--- config.mk ---
export PLATFORM = sky130hd
export DESIGN_NAME = dma_req_arbiter
export DESIGN_NICKNAME = d
export VERILOG_FILES = /design/src/rtl/dma_arb_pkg.sv /design/src/rtl/dma_arb_setclr.sv /design/src/rtl/dma_arb_pick.sv /design/src/rtl/dma_arb_done.sv /design/src/rtl/dma_req_arbiter.sv
export SDC_FILE = /design/constraint.sdc
export NUM_CORES = 1
export LEC_CHECK = 0
export BUFFER_PORTS_ARGS = -buffer_cell sky130_fd_sc_hd__buf_2
export CAP_MARGIN = 5
export CELL_PAD_IN_SITES_DETAIL_PLACEMENT = 0
export CELL_PAD_IN_SITES_GLOBAL_PLACEMENT = 1
export CORE_AREA = 2 2 177 179
export CTS_BUF_LIST = sky130_fd_sc_hd__clkbuf_8 sky130_fd_sc_hd__clkbuf_16
export CTS_CLUSTER_SIZE = 16
export DETAILED_ROUTE_END_ITERATION = 6
export DIE_AREA = 0 0 179 181
export PLACE_DENSITY_LB_ADDON = 0.08
export SLEW_MARGIN = 0
export SYNTH_ARGS = -nofsm -noshare
export SYNTH_HDL_FRONTEND = slang
export SYNTH_SLANG_ARGS = --single-unit
export TNS_END_PERCENT = 100
--- constraint.sdc ---
create_clock -name clk -period 9.3 [get_ports clk]
set_input_delay 0.93 -clock clk [delete_from_list [all_inputs] [get_ports clk]]
set_output_delay 0.93 -clock clk [all_outputs]
set_load 0.01 [all_outputs]
--- src/rtl/dma_arb_pkg.sv ---
package dma_arb_pkg;

    // Largest channel count the index type can carry.
    localparam int MAX_CH = 64;

    typedef logic [$clog2(MAX_CH)-1:0] ch_idx_t;

    typedef enum logic {
        LVL_NORMAL = 1'b0,
        LVL_HIGH   = 1'b1
    } lvl_e;

    // Result of one arbitration pass.
    typedef struct packed {
        logic    valid;
        lvl_e    lvl;
        ch_idx_t idx;
    } pick_t;

    function automatic int idx_width(int n);
        return (n < 2) ? 1 : $clog2(n);
    endfunction

endpackage

--- src/rtl/dma_arb_setclr.sv ---
module dma_arb_setclr #(
    parameter int             W       = 8,
    parameter logic [W-1:0]   RST_VAL = '0
) (
    input  logic         clk,
    input  logic         rst,
    input  logic [W-1:0] set_v,
    input  logic [W-1:0] clr_v,
    output logic [W-1:0] q
);

    for (genvar i = 0; i < W; i++) begin : g_bit
        always_ff @(posedge clk) begin
            if (rst)           q[i] <= RST_VAL[i];
            else if (clr_v[i]) q[i] <= 1'b0;
            else if (set_v[i]) q[i] <= 1'b1;
        end
    end

    // a set without a clear leaves the bit at one
    setclr_set_chk: assert property (@(posedge clk) disable iff (rst)
        1'b1 |=> ((q & $past(set_v & ~clr_v)) == $past(set_v & ~clr_v)));

    // any clear leaves the bit at zero
    setclr_clr_chk: assert property (@(posedge clk) disable iff (rst)
        1'b1 |=> ((q & $past(clr_v)) == '0));

    // bits without a write keep their value
    setclr_hold_chk: assert property (@(posedge clk) disable iff (rst)
        1'b1 |=> ((q & ~$past(set_v | clr_v)) == ($past(q) & ~$past(set_v | clr_v))));

endmodule

--- src/rtl/dma_arb_pick.sv ---
module dma_arb_pick
    import dma_arb_pkg::*;
#(
    parameter int N = 8
) (
    input  logic [N-1:0] elig,
    input  logic [N-1:0] hi_mask,
    output pick_t        pick
);

    logic [N-1:0] hi_cand;
    logic [N-1:0] cand;
    logic         use_hi;

    always_comb begin
        hi_cand = elig & hi_mask;
        use_hi  = |hi_cand;
        cand    = use_hi ? hi_cand : elig;
        pick    = '0;
        pick.lvl = use_hi ? LVL_HIGH : LVL_NORMAL;
        // Scan downward so the lowest set bit is the last one written.
        for (int i = N - 1; i >= 0; i--) begin
            if (cand[i]) begin
                pick.valid = 1'b1;
                pick.idx   = ch_idx_t'(i);
            end
        end
    end

endmodule

--- src/rtl/dma_arb_done.sv ---
module dma_arb_done #(
    parameter int N     = 8,
    parameter int IDX_W = 3
) (
    input  logic             clk,
    input  logic             rst,
    input  logic             done_v,
    input  logic [IDX_W-1:0] done_idx,
    output logic [N-1:0]     done_pulse
);

    localparam logic [IDX_W:0] LIMIT = (IDX_W+1)'(N);

    logic in_range;
    assign in_range = ({1'b0, done_idx} < LIMIT);

    always_ff @(posedge clk) begin
        if (rst) begin
            done_pulse <= '0;
        end else begin
            done_pulse <= '0;
            if (done_v && in_range) done_pulse[done_idx] <= 1'b1;
        end
    end


    done_single_chk: assert property (@(posedge clk) disable iff (rst)
        $countones(done_pulse) <= 1);


    done_range_chk: assert property (@(posedge clk) disable iff (rst)
        (!done_v || !in_range) |=> (done_pulse == '0));

endmodule

--- src/rtl/dma_req_arbiter.sv ---
module dma_req_arbiter
    import dma_arb_pkg::*;
#(
    parameter  int NUM_CH = 27,
    localparam int IDX_W  = dma_arb_pkg::idx_width(NUM_CH)
) (
    input  logic              clk,
    input  logic              rst,
    input  logic              ctrl_en_wr,
    input  logic              ctrl_en_val,
    input  logic [NUM_CH-1:0] chan_en_set,
    input  logic [NUM_CH-1:0] chan_en_clr,
    input  logic [NUM_CH-1:0] req_mask_set,
    input  logic [NUM_CH-1:0] req_mask_clr,
    input  logic [NUM_CH-1:0] hi_pri_set,
    input  logic [NUM_CH-1:0] hi_pri_clr,
    input  logic [NUM_CH-1:0] alt_sel_set,
    input  logic [NUM_CH-1:0] alt_sel_clr,
    input  logic [NUM_CH-1:0] sw_req,
    input  logic [NUM_CH-1:0] periph_req,
    input  logic              eng_busy,
    input  logic              eng_done,
    input  logic [IDX_W-1:0]  eng_done_idx,
    output logic              ctrl_en_q,
    output logic [NUM_CH-1:0] chan_en_q,
    output logic [NUM_CH-1:0] req_mask_q,
    output logic [NUM_CH-1:0] hi_pri_q,
    output logic [NUM_CH-1:0] alt_sel_q,
    output logic              grant_valid,
    output logic [NUM_CH-1:0] grant_onehot,
    output logic [IDX_W-1:0]  grant_idx,
    output logic              grant_alt,
    output logic [NUM_CH-1:0] done_pulse
);

    localparam logic [NUM_CH-1:0] ONE = {{(NUM_CH-1){1'b0}}, 1'b1};

    logic [NUM_CH-1:0] sw_pend;
    logic [NUM_CH-1:0] elig;
    logic [NUM_CH-1:0] pick_oh;
    logic              issue;
    pick_t             pick;

    // Global enable
    always_ff @(posedge clk) begin
        if (rst)             ctrl_en_q <= 1'b0;
        else if (ctrl_en_wr) ctrl_en_q <= ctrl_en_val;
    end

    // Per-channel set/clear banks
    dma_arb_setclr #(.W(NUM_CH)) u_en  (.clk(clk), .rst(rst), .set_v(chan_en_set),
                                        .clr_v(chan_en_clr),  .q(chan_en_q));
    dma_arb_setclr #(.W(NUM_CH)) u_msk (.clk(clk), .rst(rst), .set_v(req_mask_set),
                                        .clr_v(req_mask_clr), .q(req_mask_q));
    dma_arb_setclr #(.W(NUM_CH)) u_pri (.clk(clk), .rst(rst), .set_v(hi_pri_set),
                                        .clr_v(hi_pri_clr),   .q(hi_pri_q));
    dma_arb_setclr #(.W(NUM_CH)) u_alt (.clk(clk), .rst(rst), .set_v(alt_sel_set),
                                        .clr_v(alt_sel_clr),  .q(alt_sel_q));

    // Eligibility: gated by both enables; mask only hides the peripheral line
    always_comb begin
        elig = (periph_req & ~req_mask_q) | sw_pend;
        elig = ctrl_en_q ? (elig & chan_en_q) : '0;
    end

    dma_arb_pick #(.N(NUM_CH)) u_pick (.elig(elig), .hi_mask(hi_pri_q), .pick(pick));

    assign issue   = pick.valid && !eng_busy;
    assign pick_oh = ONE << pick.idx;

    // Software requests pend until granted; a new pulse wins over the clear
    always_ff @(posedge clk) begin
        if (rst) sw_pend <= '0;
        else     sw_pend <= (sw_pend & ~(issue ? pick_oh : '0)) | sw_req;
    end

    // Registered grant
    always_ff @(posedge clk) begin
        if (rst || !issue) begin
            grant_valid  <= 1'b0;
            grant_onehot <= '0;
            grant_idx    <= '0;
            grant_alt    <= 1'b0;
        end else begin
            grant_valid  <= 1'b1;
            grant_onehot <= pick_oh;
            grant_idx    <= pick.idx[IDX_W-1:0];
            grant_alt    <= alt_sel_q[pick.idx];
        end
    end

    dma_arb_done #(.N(NUM_CH), .IDX_W(IDX_W)) u_done (
        .clk(clk), .rst(rst), .done_v(eng_done), .done_idx(eng_done_idx),
        .done_pulse(done_pulse)
    );


    no_grant_busy_chk: assert property (@(posedge clk) disable iff (rst)
        grant_valid |-> !$past(eng_busy));


    grant_shape_chk: assert property (@(posedge clk) disable iff (rst)
        grant_valid ? $countones(grant_onehot) == 1 : grant_onehot == '0);


    grant_enabled_chk: assert property (@(posedge clk) disable iff (rst)
        grant_valid |-> ($past(ctrl_en_q) && (($past(chan_en_q) & grant_onehot) != '0)));


    hi_level_first_chk: assert property (@(posedge clk) disable iff (rst)
        (grant_valid && (($past(hi_pri_q) & grant_onehot) == '0))
            |-> (($past(elig) & $past(hi_pri_q)) == '0));


    lowest_in_level_chk: assert property (@(posedge clk) disable iff (rst)
        grant_valid |-> (($past(elig)
            & ((($past(hi_pri_q) & grant_onehot) != '0) ? $past(hi_pri_q) : ~$past(hi_pri_q))
            & (grant_onehot - ONE)) == '0));


    sw_hold_chk: assert property (@(posedge clk) disable iff (rst)
        ((($past(sw_pend) & ~sw_pend) & ~grant_onehot) == '0));

endmodule

### Word level (Yosys, flattened, before mapping)

Index checks and enable logic that the tools add are counted.

| storage, ports and cells | value |
|---|---|
| register bits after elaboration | 197 |
| bits in latches | 0 |
| bits in writable memories | 0 |
| memory bits (read-only) | 0 |
| memories | 0 |

| operators by class | value |
|---|---|
| $add $sub $neg | 0 |
| multiply operators | 0 |
| div/mod/pow operators | 0 |
| $lt $le $gt $ge | 4 |
| equality and inequality tests | 0 |
| shifts and indexed selects | 1 |
| muxes and demuxes | 62 |
| bitwise gates (word level) | 9 |
| reduce and logical (&&, ||, !) cells | 116 |

Operators with widths:

| kind | number |
|---|---|
| $reduce_or 2->1 | 109 |
| $mux 5 | 27 |
| $and 27x27->27 | 4 |
| $mux 27 | 3 |
| $not 27->27 | 2 |
| $or 27x27->27 | 2 |
| $mux 1 | 30 |
| $reduce_or 27->1 | 1 |
| $shl 1x6->27 const A | 1 |
| $lt 5x6->1 const B | 1 |
| $lt 6x6->1 const B | 1 |
| $bmux 1 s5 | 1 |
| $demux 1 s5 | 1 |
| $ge 5x1->1 const B | 1 |
| $lt 5x5->1 const B | 1 |
| $logic_and 1x1->1 | 3 |
| $logic_not 1->1 | 2 |
| $logic_or 1x1->1 | 1 |
| $not 1->1 | 1 |

### Longest topological paths before layout

Gate-level depths: netlist (run 1).

| logic depth | value |
|---|---|
| depth after elaboration | 40 |
| depth in mapped cells | 17 |

### Modules after synthesis

A second synthesis (run 1) with hierarchy kept.

| second synthesis, totals | value |
|---|---|
| cell total of the unflattened synthesis | 878 |
| area, all modules | 8116.5 sq um |

By module, submodules not included:

| module | instances | cells an instance | area an instance (sq um) | seq. area each (sq um) |
|---|---|---|---|---|
| dma_arb_setclr | 4 | 84 | 940.9 | 540.5 |
| dma_req_arbiter | 1 | 345 | 2661.3 | 1241.2 |
| dma_arb_pick | 1 | 126 | 873.3 | 0.0 |
| dma_arb_done | 1 | 71 | 818.3 | 540.5 |

### Worst setup path before layout (run 1)

OpenSTA, ideal clock, no wires.

| timing | value |
|---|---|
| path type | input to register |
| start point | input periph_req[9] |
| end point | register grant_alt |
| library setup time | 0.127 ns |
| arrival time | 3.805 ns |
| data required time | 9.173 ns |
| path slack | 5.368 ns |
| stages | 15 |
| path buffers | 2 |
| cell sequence | nor2b_1 -> o2111ai_1 -> nand4_1 -> nor4_4 -> and3_1 -> buf_4 -> buf_6 -> o21ai_2 -> a311oi_2 -> nor4_4 -> nor4_4 -> nor2_4 -> mux2_4 -> a211oi_2 -> a211oi_2 |

| on the way | value |
|---|---|
| longest elaborated chain between the ends | 37 |
| elaborated cells between the ends (all ways) | 66 |
| classes of those cells | mux: 58; bitwise: 4; reduce/logical: 4 |

Ends and longest elaborated chain:

| item | RTL line | source |
|---|---|---|
| start: declaration | dma_req_arbiter.sv:20 | `input logic [NUM_CH-1:0] periph_req,` |
| $and 27x27->27 * | dma_req_arbiter.sv:62 | `elig = (periph_req & ~req_mask_q) \| sw_pend;` |
| $or 27x27->27 * | dma_req_arbiter.sv:62 |  |
| $and 27x27->27 * | dma_req_arbiter.sv:63 | `elig = ctrl_en_q ? (elig & chan_en_q) : '0;` |
| $mux 27 * | dma_req_arbiter.sv:63 |  |
| $and 27x27->27 | dma_arb_pick.sv:16 | `hi_cand = elig & hi_mask;` |
| $reduce_or 27->1 | dma_arb_pick.sv:17 | `use_hi = \|hi_cand;` |
| $mux 27 * | dma_arb_pick.sv:18 | `cand = use_hi ? hi_cand : elig;` |
| branches (longest 30 deep; another with $mux 5) | -- |  |
| end signal: assignment | dma_req_arbiter.sv:88 | `grant_alt <= alt_sel_q[pick.idx];` |
| end: declaration | dma_req_arbiter.sv:32 | `output logic grant_alt,` |

Every way passes the cells marked *. The select of a mux whose other input is x is not followed.
A chain may end at the register's enable or synchronous reset.

### Final worst setup path (run 1)

| timing | value |
|---|---|
| start point | input periph_req[16] |
| end point | register sw_pend[5] |

| on the way | value |
|---|---|
| longest elaborated chain between the ends | 39 |
| elaborated cells between the ends (all ways) | 67 |
| classes of those cells | shift: 1; mux: 57; bitwise: 7; reduce/logical: 2 |

Ends and longest elaborated chain:

| item | RTL line | source |
|---|---|---|
| $and 27x27->27 * | dma_req_arbiter.sv:62 |  |
| $or 27x27->27 * | dma_req_arbiter.sv:62 |  |
| $and 27x27->27 * | dma_req_arbiter.sv:63 |  |
| $mux 27 * | dma_req_arbiter.sv:63 |  |
| $and 27x27->27 | dma_arb_pick.sv:16 |  |
| $reduce_or 27->1 | dma_arb_pick.sv:17 |  |
| $mux 27 * | dma_arb_pick.sv:18 |  |
| $mux 5 or $mux 1 (tied branches) (27 in a row) | dma_arb_pick.sv:23 | `if (cand[i]) begin` |
| $shl 1x6->27 or $logic_and 1x1->1 (tied branches) | dma_req_arbiter.sv:69, dma_req_arbiter.sv:68 |  |
| $mux 27 * | dma_req_arbiter.sv:74 | `else sw_pend <= (sw_pend & ~(issue ? pick_oh : '0)) \| sw_req;` |
| $not 27->27 * | dma_req_arbiter.sv:74 |  |
| $and 27x27->27 * | dma_req_arbiter.sv:74 |  |
| $or 27x27->27 * | dma_req_arbiter.sv:74 |  |
| end signal: assignment | dma_req_arbiter.sv:74 |  |
| end: declaration | dma_req_arbiter.sv:38 | `logic [NUM_CH-1:0] sw_pend;` |

Every way passes the cells marked *; elsewhere a longest branch is shown, timed or not.

==> PnR_summary.wiki, run 1 <==
{| class="wikitable"
! Metric !! Value
|-
| Arrival time reported for the critical path endpoint || slightly below 6 ns
|-
| Mean cell area of the mapped netlist || about 8.8 um^2
|-
| Starting density of the core || roughly 26%
|-
| Worst-path fanout max || 26
|-
| Post-route clock skew || about 0.016 ns
|-
| Clock-pin slew of the registers on the worst-case setup and hold paths || ~0.080 ns
|-
| Count of antenna-violating nets left after detailed routing || 0
|-
| Max capacitance violation total || 0
|-
| Number of placement rows || 64
|-
| Ys flop type || sky130_fd_sc_hd__dfxtp_1
|-
| Cell at the slowest stage of the critical path || sky130_fd_sc_hd__and3_1
|-
| Half-perimeter wire length after detailed placement || 26,200 um
|-
| Number of hold violations in the final report || 0
|-
| Crit path buffers/inverters || 1
|-
| Die width || between 150 and 200 um
|-
| Most frequent standard cell in the layout excluding fill and tap cells || sky130_fd_sc_hd__buf_2
|-
| Global-route track usage on met3 || a little under 5%
|-
| Placeable core region || 30,300 um^2
|-
| Synth Net Count || around 1,200
|-
| Number of cells on the worst reg-to-reg path || 13
|-
| Reg area || 3950 um^2
|-
| Top library cells by usage in the layout, fill and taps aside || sky130_fd_sc_hd__buf_2, sky130_fd_sc_hd__dfxtp_1, sky130_fd_sc_hd__nor2_1
|-
| Overall routing resource usage || about a fifth
|-
| TritonRoute pass-1 iters || 4
|-
| Violation count after the first detailed-route iteration || ~470
|-
| Total power per unit cell area || 175 nW/um^2
|-
| Later-pin clock latency in the skew report || around 0.45 ns
|-
| Layout Utilization || a little over a third
|-
| Netlist cell types || between 60 and 70
|-
| Area of the multi-input gates || roughly 3600 um^2
|-
| Clock period minus worst slack || between 5 and 6 ns
|-
| Ratio of final minimum period to clock period || approximately three fifths
|-
| Fill cell total of the finished layout || around 3,300
|-
| Critical path depth || 14
|-
| Req. time, crit path || 9.60 ns
|-
| Buffer levels on the longest clock path || 2
|-
| DIE HEIGHT || roughly 180 um
|-
| Detailed-route wire length per cell || roughly 19 um
|-
| Resize count post-CTS || 0
|-
| Via density || between 4 and 5
|-
| CTS tree || built
|-
| Maximum number of pins on one net before global-route repair || slightly above 100
|-
| CTS hold repair buffers || 0
|-
| Number of port buffers || 450
|-
| Wirelength, routed || between 30,000 and 40,000 um
|-
| Number of synthesized register bits || slightly below 200
|-
| Leakage dissipation || 5.47 nW
|-
| Met1 Usage GRT || 24.4%
|-
| Worst Setup SP || periph_req[16]
|-
| Global-route wire length before repair || ~47,000 um
|-
| CP Launch Type || primary input
|-
| Busiest layer in global routing || met2
|-
| Worst slew slack as a fraction of its limit || between 30% and 40%
|-
| Number of vias after detailed routing || 8,025
|-
| Worst R2R Setup Slack || 4.04 ns
|-
| Worst path cell trace || buf_2 > nor2b_1 > o2111ai_1 > o2111ai_2 > nor4_4 > and3_1 > a211oi_1 > o211ai_1 > a21o_1 > nand2_1 > nor2_1 > nand2_1 > o21ai_0 > a21oi_1
|-
| Critical setup path kind || primary input to flop
|-
| Startpoint of the worst register-to-register path || ctrl_en_q$_SDFFE_PP0P_
|-
| Maximum single-stage delay on the critical path || 0.91 ns
|-
| Total clock buffers created by CTS || 17
|-
| Transition at the pin with the smallest max-transition slack || ~1.0 ns
|-
| RSZ-0062 raised after global routing || false
|-
| CP delay by family, top || simple AND/OR/NAND/NOR gates
|-
| Post-layout worst setup margin || 3.79 ns
|-
| Sequential share of the synthesized area || roughly half
|-
| Setup violation total in the final timing report || 0
|-
| Proportion of synthesized flip-flops having asynchronous set or reset || 0%
|-
| Synth-to-Final Area Change || 41.1%
|-
| Count of flip-flops with a built-in enable after synthesis || 0
|-
| DRC violations left || 0
|-
| Met2 track demand over resource in global routing || 34.0%
|-
| Critical path endpoint || sw_pend[5]$_SDFF_PP0_
|-
| Die area || 32,400 um^2
|-
| Routability Congestion || between 0.8 and 0.9
|-
| Clk root buf || sky130_fd_sc_hd__clkbuf_16
|-
| Critical Path End Type || flop
|-
| Post-place setup slack || 3.40 ns
|-
| Vias in the first global route || around 7,800
|-
| Library cell appearing most often on the critical path || sky130_fd_sc_hd__nand2_1
|-
| Worst hold-check path type || flop to flop
|-
| Result of the run || completed
|-
| Cell count after synthesis || 895
|-
| Antenna violations before repair || 6
|-
| Achievable Freq || between 150 and 200 MHz
|-
| Leftover overflow at the end of global routing || 0
|-
| Final setup TNS || 0 ns
|-
| Peak ir drop on the vdd network || ~0.12 mV
|-
| Reg-to-Reg End || sw_pend[5]$_SDFF_PP0_
|-
| Total number of yosys warnings || 0
|-
| I/O pin count || 451
|-
| Total setup buffers inserted after CTS || 0
|-
| Clk sink count || 197
|-
| Htree depth || 4
|-
| Total Nets Final || roughly 1,600
|-
| Layout cell share with drive strength beyond 1 || between 30% and 40%
|-
| Post-synthesis instance area || roughly 8000 um^2
|-
| Pins over their slew limit || 0
|}
==> worst min path at each step <==
stage,cells after the start,to,start,slack (ns)
after global routing,2,sw_pend[23]$_SDFF_PP0_,sw_pend[23]$_SDFF_PP0_,0.52
after CTS,2,sw_pend[23]$_SDFF_PP0_,sw_pend[23]$_SDFF_PP0_,0.49
final,2,sw_pend[10]$_SDFF_PP0_,sw_pend[10]$_SDFF_PP0_,0.49
after floorplan,2,sw_pend[10]$_SDFF_PP0_,sw_pend[10]$_SDFF_PP0_,0.45
after global placement,2,sw_pend[23]$_SDFF_PP0_,sw_pend[23]$_SDFF_PP0_,0.47
after detailed placement,2,sw_pend[23]$_SDFF_PP0_,sw_pend[23]$_SDFF_PP0_,0.48
==> synthesized netlist by cell type, drive strengths merged (2+ instances only) <==
master / instances / area (um^2)
o221ai: 3 / 38.8
o2111ai: 21 / 221
nand2: 31 / 116
o21bai: 2 / 15.0
buf: 17 / 104
and3: 7 / 43.8
nand2b: 10 / 65.1
o21a: 7 / 53.8
o211ai: 13 / 103
nor4: 3 / 63.8
or2: 13 / 81.3
a31oi: 7 / 43.8
nor2: 186 / 708
nor3: 116 / 581
a311oi: 3 / 67.6
clkbuf: 18 / 67.6
o22ai: 2 / 12.5
nand3: 15 / 85.1
mux2: 3 / 37.5
nand4: 8 / 50.1
inv: 39 / 146
a211oi: 8 / 70.1
mux2i: 6 / 60.1
o31ai: 2 / 33.8
and2: 5 / 31.3
a32oi: 3 / 26.3
a21oi: 33 / 169
nor2b: 30 / 188
o21ai: 51 / 259
a21o: 3 / 22.5
o211a: 20 / 200
dfxtp: 197 / 3940
==> sequential cells by signal, indices dropped and copies added (netlist names), 5 cells and up <==
register           cells
grant_idx              5
grant_onehot          27
sw_pend               27
u_alt.q               27
u_done.done_pulse     27
u_en.q                27
u_msk.q               27
u_pri.q               27
==> cell type report <==
| class | count | area share, % |
|---|---|---|
| diodes | 5 | 0.113 |
| clock buffers | 17 | 3.85 |
| clock inverters | 15 | 1.63 |
| inverters | 39 | 1.32 |
| multi-input cells | 624 | 32.3 |
| flip-flops and latches | 197 | 35.7 |
| well taps | 396 | 4.48 |
| repair buffers | 452 | 20.6 |
==> report_power, final <==
part           switching [mW]  internal (mW)
logic                   0.151          0.109
registers              0.0317          0.877
clock network           0.394          0.366
total                   0.577           1.35
==> kinds of logic after synthesis <==
group / after synthesis / synth area share [%]
simple gates: 431 / 26.5
flops: 197 / 50.4
compound gates: 184 / 17.9
buf+inv: 74 / 4.06
mux: 9 / 1.25
==> metal layers <==
metal / up-vias / part of all wire (%)
met5: - / 0.049
met4: 2 / 1.6
met1: 3655 / 42
met2: 303 / 48
li1: 4039 / -
met3: 26 / 7.9
==> worst reg2reg max path, stage by stage, from the launching register on <==
cell and delay (ns):
sky130_fd_sc_hd__dfxtp_2 0.37, sky130_fd_sc_hd__buf_4 0.30, sky130_fd_sc_hd__o2111ai_1 0.34, sky130_fd_sc_hd__o2111ai_2 0.28, sky130_fd_sc_hd__nor4_4 0.46, sky130_fd_sc_hd__and3_1 0.92, sky130_fd_sc_hd__a211oi_1 0.27, sky130_fd_sc_hd__o211ai_1 0.35
sky130_fd_sc_hd__a21o_1 0.37, sky130_fd_sc_hd__nand2_1 0.42, sky130_fd_sc_hd__nor2_1 0.50, sky130_fd_sc_hd__nand2_1 0.21, sky130_fd_sc_hd__o21ai_0 0.22, sky130_fd_sc_hd__a21oi_1 0.09
==> stage by stage <==
stage,hold slack [ns],area (um^2),cells,power [mW]
final,0.490,11100,1745,1.93
after floorplan,0.454,7830,895,1.05
after global placement,0.470,10400,1708,1.19
after global routing,0.523,11000,1742,2.03
after CTS,0.492,11000,1740,1.96
after detailed placement,0.482,10400,1708,1.19
Power figures use the tool's default switching activity.
==> run 2: changes to the inputs <==
- clock period: 9.3 -> 5.35 ns (I/O delays scaled with it)
==> run 2 against run 1 <==
Compared with the run above: flip-flop and latch count unchanged; power increased by 74%; wire length increased by 1.2%; non-clock buffer count increased by 2; cell area increased by 0.17%; sequential power increased by 75%; cell count decreased by 0.11%; setup slack got worse by 2.9 ns; first-iteration DRC count decreased by 12%; count of clock-buffer cells in the layout unchanged; critical path depth decreased by 2; hold slack got worse by 0.26 ns; highest routed layer is now met4.
==> PnR_summary.wiki, run 2 (synthesis gave the netlist of run 1 again) <==
{| class="wikitable"
! Metric !! Value
|-
| Result of the run || completed
|-
| Worst-path fanout max || 30
|-
| Synth-to-Final Area Change || 41.4%
|-
| TritonRoute pass-1 iters || 4
|-
| Number of placement rows || 64
|-
| Violation count after the first detailed-route iteration || roughly 400
|-
| Half-perimeter wire length after detailed placement || approximately 26,000 um
|-
| Max capacitance violation total || 0
|-
| Net Sw Frac || approximately 30%
|-
| Peak ir drop on the vdd network || between 0.2 and 0.25 mV
|-
| Req. time, crit path || between 5 and 6 ns
|-
| Post-layout worst setup margin || around 0.89 ns
|-
| Die width || about 180 um
|-
| Most frequent standard cell in the layout excluding fill and tap cells || sky130_fd_sc_hd__buf_2
|-
| Starting density of the core || between 20% and 30%
|-
| Achievable Freq || 224 MHz
|-
| Post-route clock skew || roughly 0.012 ns
|-
| Top library cells by usage in the layout, fill and taps aside || sky130_fd_sc_hd__buf_2, sky130_fd_sc_hd__dfxtp_1, sky130_fd_sc_hd__nor2_1
|-
| Tightest hold margin || between 0.2 and 0.25 ns
|-
| Clk root buf || sky130_fd_sc_hd__clkbuf_16
|-
| I/O pin count || 451
|-
| Detailed-route wire length per cell || ~19 um
|-
| Topmost layer with routed signal wires || met4
|-
| Met1 wire length || 14,200 um
|-
| Pins over their slew limit || 0
|-
| CTS tree || built
|-
| Leftover overflow at the end of global routing || 0
|-
| Worst slew slack as a fraction of its limit || between 30% and 40%
|-
| Count of antenna-violating nets left after detailed routing || 0
|-
| Clk sink count || about 200
|-
| Post-place setup slack || slightly above 0.6 ns
|-
| Crit path buffers/inverters || 1
|-
| Routability Congestion || around 0.83
|-
| Buffer levels on the longest clock path || 2
|-
| Relative contribution of the clock network to total power || between 30% and 40%
|-
| Total clock buffers created by CTS || 17
|-
| Arrival time reported for the critical path endpoint || just under 5 ns
|-
| Via density || approximately 4.6
|-
| Clock period minus worst slack || around 4.5 ns
|-
| Worst hold-check path type || primary input to flop
|-
| Later-pin clock latency in the skew report || around 0.45 ns
|-
| Total setup buffers inserted after CTS || 0
|-
| Number of vias after detailed routing || ~8,000
|-
| DRC violations left || 0
|-
| Layout cell share with drive strength beyond 1 || about two fifths
|-
| Maximum single-stage delay on the critical path || approximately 0.7 ns
|-
| Cell at the slowest stage of the critical path || sky130_fd_sc_hd__or2_1
|-
| Leakage dissipation || approximately 5.5 nW
|-
| Transition at the pin with the smallest max-transition slack || 0.929 ns
|-
| Antenna violations before repair || 1
|-
| Placeable core region || just over 30,000 um^2
|-
| CP delay by family, top || compound AO/OA/AOI/OAI gates
|-
| CTS hold repair buffers || 0
|-
| Global-route wire length before repair || about 47,000 um
|-
| Pint || 2.35 mW
|-
| CP Launch Type || flop
|-
| Post-DP Area || approximately 10,000 um^2
|-
| Total power of the final layout || approximately 3.4 mW
|-
| Total Nets Final || ~1,600
|-
| Critical Path End Type || flop
|-
| DIE HEIGHT || roughly 180 um
|-
| Resize count post-CTS || 0
|-
| Critical setup path kind || flop to flop
|-
| Htree depth || 4
|-
| Wirelength, routed || between 30,000 and 40,000 um
|-
| Flop pwr share || a little under half
|-
| Area of all placed cells without fillers || 11,100 um^2
|-
| Maximum number of pins on one net before global-route repair || 99
|-
| Overall routing resource usage || roughly a fifth
|-
| Die area || between 30,000 and 40,000 um^2
|-
| RSZ-0062 raised after global routing || false
|-
| Worst path cell trace || buf_12 > o2111ai_1 > nand4_1 > a311oi_4 > nand3_2 > and2_1 > o211ai_1 > nor4_4 > o31ai_4 > or2_1 > o21ai_0 > a21oi_1
|-
| Final setup TNS || 0 ns
|-
| Number of hold violations in the final report || 0
|-
| Clock-pin slew of the registers on the worst-case setup and hold paths || 0.08 ns
|-
| Number of port buffers || 450
|-
| Setup violation total in the final timing report || 0
|-
| Switching power of the nets || about 1 mW
|-
| Vias in the first global route || between 7,000 and 8,000
|-
| Sum of met2 wire segment lengths after detailed routing || around 16,000 um
|-
| Total power per unit cell area || about 300 nW/um^2
|-
| Ratio of final minimum period to clock period || a little over four fifths
|-
| Amount of wire on met3 after detailed routing || ~2300 um
|-
| Relative contribution of combinational cells to total power || a little over an eighth
|}
## run 2: cell types whose count changed in the layout (fill, tap and decap cells not counted)
cell	before	now
sky130_fd_sc_hd__buf_12	0	1
sky130_fd_sc_hd__clkinv_8	5	6
sky130_fd_sc_hd__clkinv_4	1	2
sky130_fd_sc_hd__buf_4	2	3
sky130_fd_sc_hd__diode_2	5	1
sky130_fd_sc_hd__inv_12	1	0
sky130_fd_sc_hd__clkinvlp_4	1	0
## run 2: final timing paths
| path | start | to | slack, ns | cells past startpoint |
|---|---|---|---|---|
| setup / recovery | ctrl_en_q$_SDFFE_PP0P_ | sw_pend[3]$_SDFF_PP0_ | 0.89 | 12 |
| hold / removal | chan_en_clr[24] | u_en.q[24]$_SDFFE_PP0P_ | 0.23 | 2 |
| setup reg to reg | ctrl_en_q$_SDFFE_PP0P_ | sw_pend[3]$_SDFF_PP0_ | 0.89 | 12 |
| hold reg to reg | sw_pend[11]$_SDFF_PP0_ | sw_pend[11]$_SDFF_PP0_ | 0.49 | 2 |
## run 2: cell type report
type / count / area (um^2)
fill: 3293 / 19300
timing repair buffer: 454 / 2300
multi-input combinational: 624 / 3570
sequential: 197 / 3950
clock inverter: 15 / 181
tap: 396 / 495
inverter: 39 / 146
antenna: 1 / 2.50
clock buffer: 17 / 425
## run 2: layer usage
metal / up-vias / global-route usage, %
met3: 11 / 5.26
met1: 3693 / 24.2
li1: 4027 / -
met2: 290 / 34.3
met4: 0 / 4.42
met5: - / 0
## run 2: power groups by stage
stage          combinational [mW]  clock, mW  sequential [mW]
2_1_floorplan               0.214          0             1.62
3_3_place_gp                0.454          0             1.62
3_5_place_dp                0.453          0             1.62
4_1_cts                     0.456       1.37             1.59
5_1_grt                     0.498       1.43             1.60
6_report                    0.449       1.32             1.59
## run 2: stage by stage
step,cells,util (%)
global placement,1710,34.5
CTS,1742,36.5
detailed placement,1710,34.5
global route,1742,36.5
floorplan,895,-
finish,1743,36.5
## run 2: worst reg2reg max path, cell delays in order, from the launching register on
cell                        delay, ns
sky130_fd_sc_hd__dfxtp_2         0.53
sky130_fd_sc_hd__buf_12          0.28
sky130_fd_sc_hd__o2111ai_1       0.22
sky130_fd_sc_hd__nand4_1         0.23
sky130_fd_sc_hd__a311oi_4        0.47
sky130_fd_sc_hd__nand3_2         0.32
sky130_fd_sc_hd__and2_1          0.26
sky130_fd_sc_hd__o211ai_1        0.33
sky130_fd_sc_hd__nor4_4          0.12
sky130_fd_sc_hd__o31ai_4         0.54
sky130_fd_sc_hd__or2_1           0.70
sky130_fd_sc_hd__o21ai_0         0.21
sky130_fd_sc_hd__a21oi_1         0.17
==> run 3: changes to the inputs <==
- clock period: 5.35 -> 4.5 ns (I/O delays scaled with it)
==> run 3 against run 2 <==
Compared with the run above: combinational power rose by 22%; cell area rose by 0.64%; flip-flop and latch count did not move; utilization rose by 0.24 points; cell count rose by 0.52%; power rose by 20%; global-route usage fell by 0.20 points; sequential power rose by 18%; non-clock buffer count rose by 9; first-iteration DRC count fell by 15%; register-to-register slack got worse by 0.47 ns.
==> PnR_summary.wiki, run 3 (synthesis gave the netlist of run 1 again) <==
{| class="wikitable"
! Metric !! Value
|-
| Leftover overflow at the end of global routing || 0
|-
| Total power per unit cell area || 361 nW/um^2
|-
| Result of the run || completed
|-
| CP Launch Type || flop
|-
| Overall routing resource usage || 19.6%
|-
| Cell depth of the worst min-delay path || 2
|-
| Most frequent standard cell in the layout excluding fill and tap cells || sky130_fd_sc_hd__buf_2
|-
| Layout Utilization || 36.7%
|-
| Max capacitance violation total || 0
|-
| Worst hold-check path type || primary input to flop
|-
| Later-pin clock latency in the skew report || between 0.4 and 0.5 ns
|-
| CTS hold repair buffers || 0
|-
| Number of vias after detailed routing || ~8,000
|-
| Clk root buf || sky130_fd_sc_hd__clkbuf_16
|-
| Number of port buffers || 450
|-
| Clock period minus worst slack || 4.08 ns
|-
| Routability Congestion || approximately 0.84
|-
| Reg area || roughly 3900 um^2
|-
| Die width || approximately 180 um
|-
| TritonRoute pass-1 iters || 5
|-
| Pins over their slew limit || 0
|-
| Leakage dissipation || ~5.5 nW
|-
| Global-route wire length before repair || 46,700 um
|-
| DRC violations left || 0
|-
| Violation count after the first detailed-route iteration || around 350
|-
| Maximum number of pins on one net before global-route repair || 95
|-
| Starting density of the core || about a quarter
|-
| Layout cell share with drive strength beyond 1 || between 30 and 40%
|-
| Clk sink count || just under 200
|-
| Worst slew slack as a fraction of its limit || a little under half
|-
| Clock-pin slew of the registers on the worst-case setup and hold paths || 0.09 ns
|-
| Peak ir drop on the vdd network || around 0.26 mV
|-
| Vias in the first global route || about 7,800
|-
| Total Nets Final || 1,623
|-
| Final setup TNS || 0 ns
|-
| Top library cells by usage in the layout, fill and taps aside || sky130_fd_sc_hd__buf_2, sky130_fd_sc_hd__dfxtp_1, sky130_fd_sc_hd__nor2_1
|-
| Worst-path fanout max || 14
|-
| Buffer levels on the longest clock path || 2
|-
| Placeable core region || a little over 30,000 um^2
|-
| Number of hold violations in the final report || 0
|-
| Htree depth || 4
|-
| Resize count post-CTS || 0
|-
| Arrival time reported for the critical path endpoint || ~4.4 ns
|-
| Via density || about 4.6
|-
| CTS tree || built
|-
| Die area || roughly 32,000 um^2
|-
| Half-perimeter wire length after detailed placement || between 20,000 and 30,000 um
|-
| Setup violation total in the final timing report || 0
|-
| Antenna violations before repair || 2
|-
| Number of placement rows || 64
|-
| Total clock buffers created by CTS || 17
|-
| Req. time, crit path || around 4.8 ns
|-
| Fill cell total of the finished layout || 3,309
|-
| I/O pin count || between 400 and 500
|-
| Wirelength, routed || between 30,000 and 40,000 um
|-
| Critical Path End Type || flop
|-
| Transition at the pin with the smallest max-transition slack || 0.816 ns
|-
| Count of antenna-violating nets left after detailed routing || 0
|-
| Number of cells on the worst reg-to-reg path || 14
|-
| Achievable Freq || 245 MHz
|-
| Critical setup path kind || flop to flop
|-
| Ratio of final minimum period to clock period || about 91%
|-
| Synth-to-Final Area Change || 42.3%
|-
| RSZ-0062 raised after global routing || false
|-
| Detailed-route wire length per cell || roughly 19 um
|-
| DIE HEIGHT || roughly 180 um
|-
| Post-route clock skew || between 0.015 and 0.02 ns
|-
| Total setup buffers inserted after CTS || 0
|-
| Area of the multi-input gates || around 3600 um^2
|}
-- run 3: cell types whose count changed in the layout (fill, tap and decap cells not counted) --
cell	delta
sky130_fd_sc_hd__buf_4	+9
sky130_fd_sc_hd__clkinv_2	+1
sky130_fd_sc_hd__clkinv_4	-1
sky130_fd_sc_hd__clkinv_8	-3
sky130_fd_sc_hd__inv_1	-1
sky130_fd_sc_hd__inv_12	+3
sky130_fd_sc_hd__inv_8	+1
sky130_fd_sc_hd__or2_1	-1
sky130_fd_sc_hd__or2_2	+1
-- run 3: worst paths after layout --
path	startpoint	end	slack, ns
setup reg to reg	u_msk.q[7]$_SDFFE_PP0P_	sw_pend[4]$_SDFF_PP0_	0.42
hold reg to reg	sw_pend[10]$_SDFF_PP0_	sw_pend[10]$_SDFF_PP0_	0.49
setup / recovery	u_msk.q[7]$_SDFFE_PP0P_	sw_pend[4]$_SDFF_PP0_	0.42
hold / removal	req_mask_clr[9]	u_msk.q[9]$_SDFFE_PP0P_	0.14
-- run 3: worst max-delay path: stages (launching register included) --
cell and delay (ns):
sky130_fd_sc_hd__dfxtp_1 0.36, sky130_fd_sc_hd__nor2b_1 0.08, sky130_fd_sc_hd__o2111ai_1 0.43, sky130_fd_sc_hd__nand4_1 0.22, sky130_fd_sc_hd__a311oi_4 0.46, sky130_fd_sc_hd__and3_1 0.26, sky130_fd_sc_hd__buf_4 0.22, sky130_fd_sc_hd__a211oi_1 0.13
sky130_fd_sc_hd__o211ai_1 0.28, sky130_fd_sc_hd__a21o_1 0.19, sky130_fd_sc_hd__nand2_1 0.29, sky130_fd_sc_hd__nor2_1 0.49, sky130_fd_sc_hd__nand2_1 0.21, sky130_fd_sc_hd__o21ai_0 0.20, sky130_fd_sc_hd__a21oi_1 0.08
-- run 3: where the power goes --
part	leakage (nW)	total (mW)	internal, mW	switching (mW)
sequential	1.62	1.88	1.81	0.0672
clock	0.299	1.60	0.767	0.833
combinational	3.62	0.548	0.239	0.309
total	5.53	4.03	2.82	1.21
-- run 3: cell type report --
| type | instances | share of cell area (%) |
|---|---|---|
| Sequential cell | 197 | 35.4 |
| Clock inverter | 15 | 1.66 |
| Clock buffer | 17 | 3.82 |
| Timing Repair Buffer | 463 | 21.3 |
| Tap cell | 396 | 4.45 |
| Multi-Input combinational cell | 624 | 32.1 |
| Antenna cell | 1 | 0.0225 |
| Inverter | 39 | 1.31 |
-- run 3: layer usage --
metal	up-vias	share of wire [%]	track usage, %
met1	3632	43	23.5
met3	22	7.1	4.78
li1	4046	-	-
met4	2	1.0	4.88
met5	-	0.049	0
met2	290	49	34.6
-- run 3: stage by stage --
step                      hold WS [ns]  instance area [um^2]  total power [mW]  std cells  setup WS (ns)
after detailed placement         0.478                 10500              2.48       1719          0.188
after floorplan                  0.454                  7830              2.18        895           1.05
after global placement           0.472                 10500              2.47       1719          0.270
after global routing             0.118                 11100              4.22       1752         0.0877
after CTS                        0.112                 11100              4.10       1751          0.440
final                            0.139                 11100              4.03       1752          0.424
